<file path="src/rtl/pec_pkg.sv">
package pec_pkg;
  localparam int SNP_TYPES = 5;

  localparam logic [7:0] CODE_SNOOP    = 8'h22;
  localparam logic [7:0] CODE_LOOKUP   = 8'h34;
  localparam logic [7:0] CODE_TRK_OCC  = 8'h80;
  localparam logic [7:0] CODE_TRK_REQ  = 8'h81;
  localparam logic [7:0] CODE_COH_OCC  = 8'h83;
  localparam logic [7:0] CODE_COH_REQ  = 8'h84;

  localparam logic [1:0] KIND_RD = 2'd0;
  localparam logic [1:0] KIND_WR = 2'd1;
  localparam logic [1:0] KIND_EV = 2'd2;

  typedef struct packed {
    logic       en;
    logic       inv;
    logic       edge_en;
    logic [7:0] cmask;
    logic [7:0] umask;
    logic [7:0] code;
  } pec_ctrl_t;

  localparam int CTRL_W = $bits(pec_ctrl_t);
endpackage

</file>
<file path="src/rtl/pec_evt_select.sv">
module pec_evt_select
  import pec_pkg::*;
#(
  parameter int LK_LANES = 2,
  parameter int OCC_W    = 6,
  parameter int EV_W     = 8
) (
  input  logic [7:0]            code_i,
  input  logic [7:0]            umask_i,
  input  logic [SNP_TYPES-1:0]  snoop_resp_i,
  input  logic [LK_LANES-1:0]   lk_vld_i,
  input  logic [2*LK_LANES-1:0] lk_state_i,
  input  logic [4*LK_LANES-1:0] lk_req_i,
  input  logic [OCC_W-1:0]      trk_pend_i,
  input  logic [OCC_W-1:0]      coh_pend_i,
  input  logic                  trk_alloc_i,
  input  logic [1:0]            trk_kind_i,
  input  logic                  coh_alloc_i,
  output logic [EV_W-1:0]       ev_cnt_o
);
  logic [LK_LANES-1:0] lk_hit;
  logic [3:0]          filt;

  assign filt = umask_i[7:4];

  for (genvar g = 0; g < LK_LANES; g++) begin : g_lane
    logic [1:0] st;
    logic [3:0] rq;
    assign st = lk_state_i[2*g +: 2];
    assign rq = lk_req_i[4*g +: 4];
    // state bit must match; filters narrow only when present
    assign lk_hit[g] = lk_vld_i[g] && umask_i[st] &&
                       ((filt == 4'd0) || (|(filt & rq)));
  end

  logic [EV_W-1:0] snp_sum;
  logic [EV_W-1:0] lk_sum;
  logic            trk_req_hit;

  always_comb begin
    snp_sum = '0;
    for (int i = 0; i < SNP_TYPES; i++)
      snp_sum = snp_sum + EV_W'(snoop_resp_i[i] & umask_i[i]);
  end

  always_comb begin
    lk_sum = '0;
    for (int i = 0; i < LK_LANES; i++)
      lk_sum = lk_sum + EV_W'(lk_hit[i]);
  end

  assign trk_req_hit = trk_alloc_i &&
      (umask_i[0] ||
       (umask_i[5] && (trk_kind_i == KIND_WR || trk_kind_i == KIND_EV)) ||
       (umask_i[7] && trk_kind_i == KIND_EV));

  always_comb begin
    unique case (code_i)
      CODE_SNOOP:   ev_cnt_o = snp_sum;
      CODE_LOOKUP:  ev_cnt_o = lk_sum;
      CODE_TRK_OCC: ev_cnt_o = umask_i[0] ? EV_W'(trk_pend_i) : '0;
      CODE_TRK_REQ: ev_cnt_o = EV_W'(trk_req_hit);
      CODE_COH_OCC: ev_cnt_o = umask_i[0] ? EV_W'(coh_pend_i) : '0;
      CODE_COH_REQ: ev_cnt_o = EV_W'(coh_alloc_i && umask_i[0]);
      default:      ev_cnt_o = '0;
    endcase
  end
endmodule

</file>
<file path="src/rtl/pec_qualify.sv">
module pec_qualify #(
  parameter int EV_W = 8,
  parameter int CM_W = 8
) (
  input  logic            clk_i,
  input  logic            rst_ni,
  input  logic            clr_i,
  input  logic            en_i,
  input  logic [CM_W-1:0] cmask_i,
  input  logic            inv_i,
  input  logic            edge_i,
  input  logic [EV_W-1:0] ev_cnt_i,
  output logic [EV_W-1:0] inc_o,
  output logic            fire_o
);
  localparam int CMP_W = (EV_W > CM_W) ? EV_W : CM_W;

  logic [CMP_W-1:0] ev_x, cm_x;
  logic             thr_on, cond, prev_q;

  assign ev_x   = CMP_W'(ev_cnt_i);
  assign cm_x   = CMP_W'(cmask_i);
  assign thr_on = (cmask_i != '0);

  always_comb begin
    if (thr_on) cond = inv_i ? (ev_x < cm_x) : (ev_x >= cm_x);
    else        cond = (ev_cnt_i != '0);
  end

  always_comb begin
    if (edge_i)      inc_o = EV_W'(cond && !prev_q);
    else if (thr_on) inc_o = EV_W'(cond);
    else             inc_o = ev_cnt_i;
  end

  assign fire_o = (inc_o != '0);

  always_ff @(posedge clk_i or negedge rst_ni) begin
    if (!rst_ni)    prev_q <= 1'b0;
    else if (clr_i) prev_q <= 1'b0;
    else if (en_i)  prev_q <= cond;
  end
endmodule

</file>
<file path="src/rtl/pec_accum.sv">
module pec_accum #(
  parameter int CNT_W = 48,
  parameter int EV_W  = 8
) (
  input  logic             clk_i,
  input  logic             rst_ni,
  input  logic             ld_i,
  input  logic [CNT_W-1:0] ld_val_i,
  input  logic             en_i,
  input  logic [EV_W-1:0]  inc_i,
  output logic [CNT_W-1:0] cnt_o
);
  always_ff @(posedge clk_i or negedge rst_ni) begin
    if (!rst_ni)    cnt_o <= '0;
    else if (ld_i)  cnt_o <= ld_val_i;
    else if (en_i)  cnt_o <= cnt_o + CNT_W'(inc_i);
  end
endmodule

</file>
<file path="src/rtl/perf_evt_counter.sv">
module perf_evt_counter
  import pec_pkg::*;
#(
  parameter int CNT_W    = 48,
  parameter int LK_LANES = 2,
  parameter int OCC_W    = 6,
  parameter int EV_W     = 8
) (
  input  logic                  clk_i,
  input  logic                  rst_ni,
  input  logic                  reg_we_i,
  input  logic                  reg_addr_i,
  input  logic [CNT_W-1:0]      reg_wdata_i,
  output logic [CNT_W-1:0]      reg_rdata_o,
  input  logic [SNP_TYPES-1:0]  snoop_resp_i,
  input  logic [LK_LANES-1:0]   lk_vld_i,
  input  logic [2*LK_LANES-1:0] lk_state_i,
  input  logic [4*LK_LANES-1:0] lk_req_i,
  input  logic [OCC_W-1:0]      trk_pend_i,
  input  logic [OCC_W-1:0]      coh_pend_i,
  input  logic                  trk_alloc_i,
  input  logic [1:0]            trk_kind_i,
  input  logic                  coh_alloc_i
);
  pec_ctrl_t        ctrl_q;
  logic             ctrl_wr, cnt_wr, fire;
  logic [EV_W-1:0]  ev_cnt, inc;
  logic [CNT_W-1:0] cnt;

  assign ctrl_wr = reg_we_i && !reg_addr_i;
  assign cnt_wr  = reg_we_i &&  reg_addr_i;

  always_ff @(posedge clk_i or negedge rst_ni) begin
    if (!rst_ni)      ctrl_q <= '0;
    else if (ctrl_wr) ctrl_q <= pec_ctrl_t'(reg_wdata_i[CTRL_W-1:0]);
  end

  pec_evt_select #(.LK_LANES(LK_LANES), .OCC_W(OCC_W), .EV_W(EV_W)) u_sel (
    .code_i       (ctrl_q.code),
    .umask_i      (ctrl_q.umask),
    .snoop_resp_i (snoop_resp_i),
    .lk_vld_i     (lk_vld_i),
    .lk_state_i   (lk_state_i),
    .lk_req_i     (lk_req_i),
    .trk_pend_i   (trk_pend_i),
    .coh_pend_i   (coh_pend_i),
    .trk_alloc_i  (trk_alloc_i),
    .trk_kind_i   (trk_kind_i),
    .coh_alloc_i  (coh_alloc_i),
    .ev_cnt_o     (ev_cnt)
  );

  pec_qualify #(.EV_W(EV_W), .CM_W(8)) u_qual (
    .clk_i    (clk_i),
    .rst_ni   (rst_ni),
    .clr_i    (ctrl_wr),
    .en_i     (ctrl_q.en),
    .cmask_i  (ctrl_q.cmask),
    .inv_i    (ctrl_q.inv),
    .edge_i   (ctrl_q.edge_en),
    .ev_cnt_i (ev_cnt),
    .inc_o    (inc),
    .fire_o   (fire)
  );

  pec_accum #(.CNT_W(CNT_W), .EV_W(EV_W)) u_acc (
    .clk_i    (clk_i),
    .rst_ni   (rst_ni),
    .ld_i     (cnt_wr),
    .ld_val_i (reg_wdata_i),
    .en_i     (ctrl_q.en),
    .inc_i    (inc),
    .cnt_o    (cnt)
  );

  assign reg_rdata_o = reg_addr_i ? cnt : CNT_W'(ctrl_q);
endmodule

</file>
<file path="config.mk">
export PLATFORM = sky130hd
export DESIGN_NAME = perf_evt_counter
export DESIGN_NICKNAME = d
export VERILOG_FILES = /design/src/rtl/pec_pkg.sv /design/src/rtl/pec_evt_select.sv /design/src/rtl/pec_qualify.sv /design/src/rtl/pec_accum.sv /design/src/rtl/perf_evt_counter.sv
export SDC_FILE = /design/constraint.sdc
export NUM_CORES = 1
export LEC_CHECK = 0
export ABC_AREA = 1
export BUFFER_PORTS_ARGS = -buffer_cell sky130_fd_sc_hd__buf_2
export CORE_MARGIN = 2
export CORE_UTILIZATION = 48
export DETAILED_ROUTE_END_ITERATION = 8
export GPL_TIMING_DRIVEN = 1
export PLACE_DENSITY = 0.7
export SYNTH_ARGS = -nofsm -noshare
export SYNTH_HDL_FRONTEND = slang
export SYNTH_SLANG_ARGS = --single-unit
export TNS_END_PERCENT = 100
</file>
<file path="constraint.sdc">
create_clock -name clk_i -period 11.8 [get_ports clk_i]
set_clock_uncertainty 0.05 [all_clocks]
set_input_delay 2.36 -clock clk_i [delete_from_list [all_inputs] [get_ports clk_i]]
set_output_delay 2.36 -clock clk_i [all_outputs]
set_load 0.005 [all_outputs]
</file>
==> flow_summary.ini <==
[worst_setup_path]
r2r_cells = 28
worstPathArrival_ns = 6.91
crit_path_end_kind = flip-flop
r2r_slack_ns = 6.64
slowest_delay_ns = 0.51
crit_path_start_kind = primary input
crit_top_cell = nand2_1
path_delay_family = adder cells
critPathRequiredTime_ns = 12.00
r2r-end = u_acc.cnt_o[16]
crit_type = primary input to flip-flop
worst-path-buf-inv = 4
cp_max_fo = 5
r2r-start = ctrl_q[12]
slowest_stage = fa_1

[clocking]
cts_root_buffer = clkbuf_16
cts_made_buffers = 9
cts_hold_buf = 0
post_cts_resized = 0
htree_levels = 3
cts_setup_buffers = 0
ctsLongestPathBuffers = 2
clk_latency_ns = 0.36
path_clk_slew_ns = 0.07
cts_tree = yes
cts_num_sinks = 76

[route]
drt_iter0_drc = 640
firstDrtPassIters = 6
wl_per_cell_um = 15.8
via_per_inst = 5.29
drc = 0
ant_nets = 0
vias = 7104
routed_wirelength_mm = 21.3

[layout]
antenna_cells = 0
area_delta_synth_final_pct = 17.0
mostFrequentLayoutCells = nand2_1 (344), inv_1 (152), buf_2 (133)
fillCellCount = 1400
drive_above_1_share = 0.167
nets = 1267
mostFrequentLayoutCell = nand2_1

[outcome]
status = finished clean

[logic_synthesis]
synth_area_per_cell_um2 = 6.16
syn_nets = 1147
ys_ff_latch = 76
synthCells = 1042
synth_cell_types = 40
ys_warn_count = 0
ys_seq_area_frac = 0.297
netlist_area_mm2 = 0.00641

[sta]
fmax_ghz = 0.149
tightestPinTransition_ns = 1.03
fin_setup_tns_ns = 0
drv_slew = 0
whs_ns = 0.465
slew_headroom = 0.313
finalCritPeriodShare = 0.569
rsz0062_at_grt = no
fin_crit_ns = 6.71
hold_viol_final = 0
setup_viol = 0

[grt]
grt_pass1_wl_mm = 33.9
globalRouteTotalUtil = 0.304
antenna_found_initial = 0
grt_max_degree = 77
grt_pass1_vias = 6649
grt_overflow = 0

[worst_hold_path]
min_path_cells = 2
min_to = ctrl_q[7]
hp-start = ctrl_q[7]
hold_class = flip-flop to flip-flop

[pwr]
power_uw = 980
powerDensity_mw_per_mm2 = 131
ir_worst_vdd_mv = 0.0977
p_leak_uw = 0.00409

[floorplanning]
die_h_um = 120
initial_core_util = 0.488
fp.dieArea_mm2 = 0.0143
chipWidth_um = 120
io-pin-count = 135
rows = 42
core_mm2 = 0.0131

[placed_design]
gp_congestion = 0.955
portBuffers = 134
dp.final_hpwl_mm = 16.2

[job]
maxCapViolCount = 0
-- power by group --
| group | switching [uW] | internal, uW | leakage [uW] |
|---|---|---|---|
| logic | 180 | 118 | 0.00303 |
| clock network | 136 | 149 | 0.000142 |
| registers | 84.4 | 312 | 0.000917 |
| total | 400 | 580 | 0.00409 |
-- synth_stat cells --
library cell	count	area, um2
nand2_1	344	1290
inv_1	152	571
nor2_1	115	432
dfrtp_1	76	1900
o21ai_0	73	365
nand3_1	66	330
a21oi_1	31	155
nand4_1	16	100
ha_1	15	188
xor2_1	14	123
clkbuf_1	13	48.8
nand3b_1	12	90.1
buf_2	11	55.1
o211ai_1	10	75.1
o22ai_1	10	62.6
nand2_2	9	56.3
nor2_2	9	56.3
inv_2	8	30.0
o21bai_1	8	60.1
o21ai_1	6	30.0
nor2_4	5	56.3
buf_1	4	15.0
nor3_1	4	20.0
o221ai_1	4	35.0
a21o_1	3	22.5
a22o_1	3	26.3
fa_1	3	60.1
nand2_4	3	33.8
nor4_1	2	12.5
o21ai_2	2	17.5
xnor2_1	2	17.5
a21boi_0	1	7.51
a21oi_2	1	8.76
buf_4	1	7.51
clkinv_2	1	5.00
mux2_2	1	11.3
nand3_2	1	10.0
nor3_2	1	10.0
o311ai_1	1	8.76
o31ai_1	1	7.51
-- area by class of cell --
type	instances	area (um2)	area share
Sequential cell	76	1900	0.253
Timing Repair Buffer	138	703	0.0937
Clock buffer	9	225	0.0300
Inverter	161	606	0.0807
Multi-Input combinational cell	776	3780	0.504
Tap cell	176	220	0.0293
Clock inverter	7	67.6	0.00900
-- sequential cells by signal, summed over array words and instances, names as in the netlist --
name           count
ctrl_q            27
u_acc.cnt_o       48
u_qual.prev_q      1
-- metrics by stage --
step	utilization	instances	instance area, um2	setup WS (ns)
CTS	0.571	1343	7500	5.10
global route	0.571	1343	7500	4.68
finish	0.571	1343	7500	5.09
global placement	0.549	1327	7210	4.86
detailed placement	0.549	1327	7210	4.73
floorplan	-	1042	6410	5.25
-- how the worst max path moves through the flow --
stage	startpoint	to	cells after the start
global placement	snoop_resp_i[4]	u_acc.cnt_o[16]	29
CTS	snoop_resp_i[4]	u_acc.cnt_o[16]	29
detailed placement	snoop_resp_i[4]	u_acc.cnt_o[16]	29
finish	snoop_resp_i[4]	u_acc.cnt_o[16]	29
global route	snoop_resp_i[4]	u_acc.cnt_o[32]	31
floorplan	snoop_resp_i[4]	u_acc.cnt_o[16]	28
-- worst register-to-register path, delay by kind of cell (launching register included) --
family          cells  cell delay, ns
fa+ha+maj           6            2.12
simple gates       14            1.33
compound gates      4            0.74
flops               1            0.47
buf+inv             3            0.20
xor+xnor            1            0.16
-- per-layer routing --
layer	vias to the layer above	global-route usage	wire (um)	part of all wire
met3	41	0.0456	1360	0.064
met1	3252	0.414	9480	0.45
met4	0	0.122	646	0.030
li1	3539	-	-	-
met2	272	0.484	9790	0.46
met5	-	0	0	0
-- logic make-up after synthesis --
logic type / after synthesis / synth area share
adder cells (fa/ha/maj): 18 / 0.0386
flip-flops: 76 / 0.297
XOR/XNOR: 16 / 0.0219
AND/OR/NAND/NOR: 587 / 0.390
buffers and inverters: 190 / 0.114
AO/OA/AOI/OAI: 154 / 0.138
multiplexers: 1 / 0.00176
(Power assumes the default switching activity.)
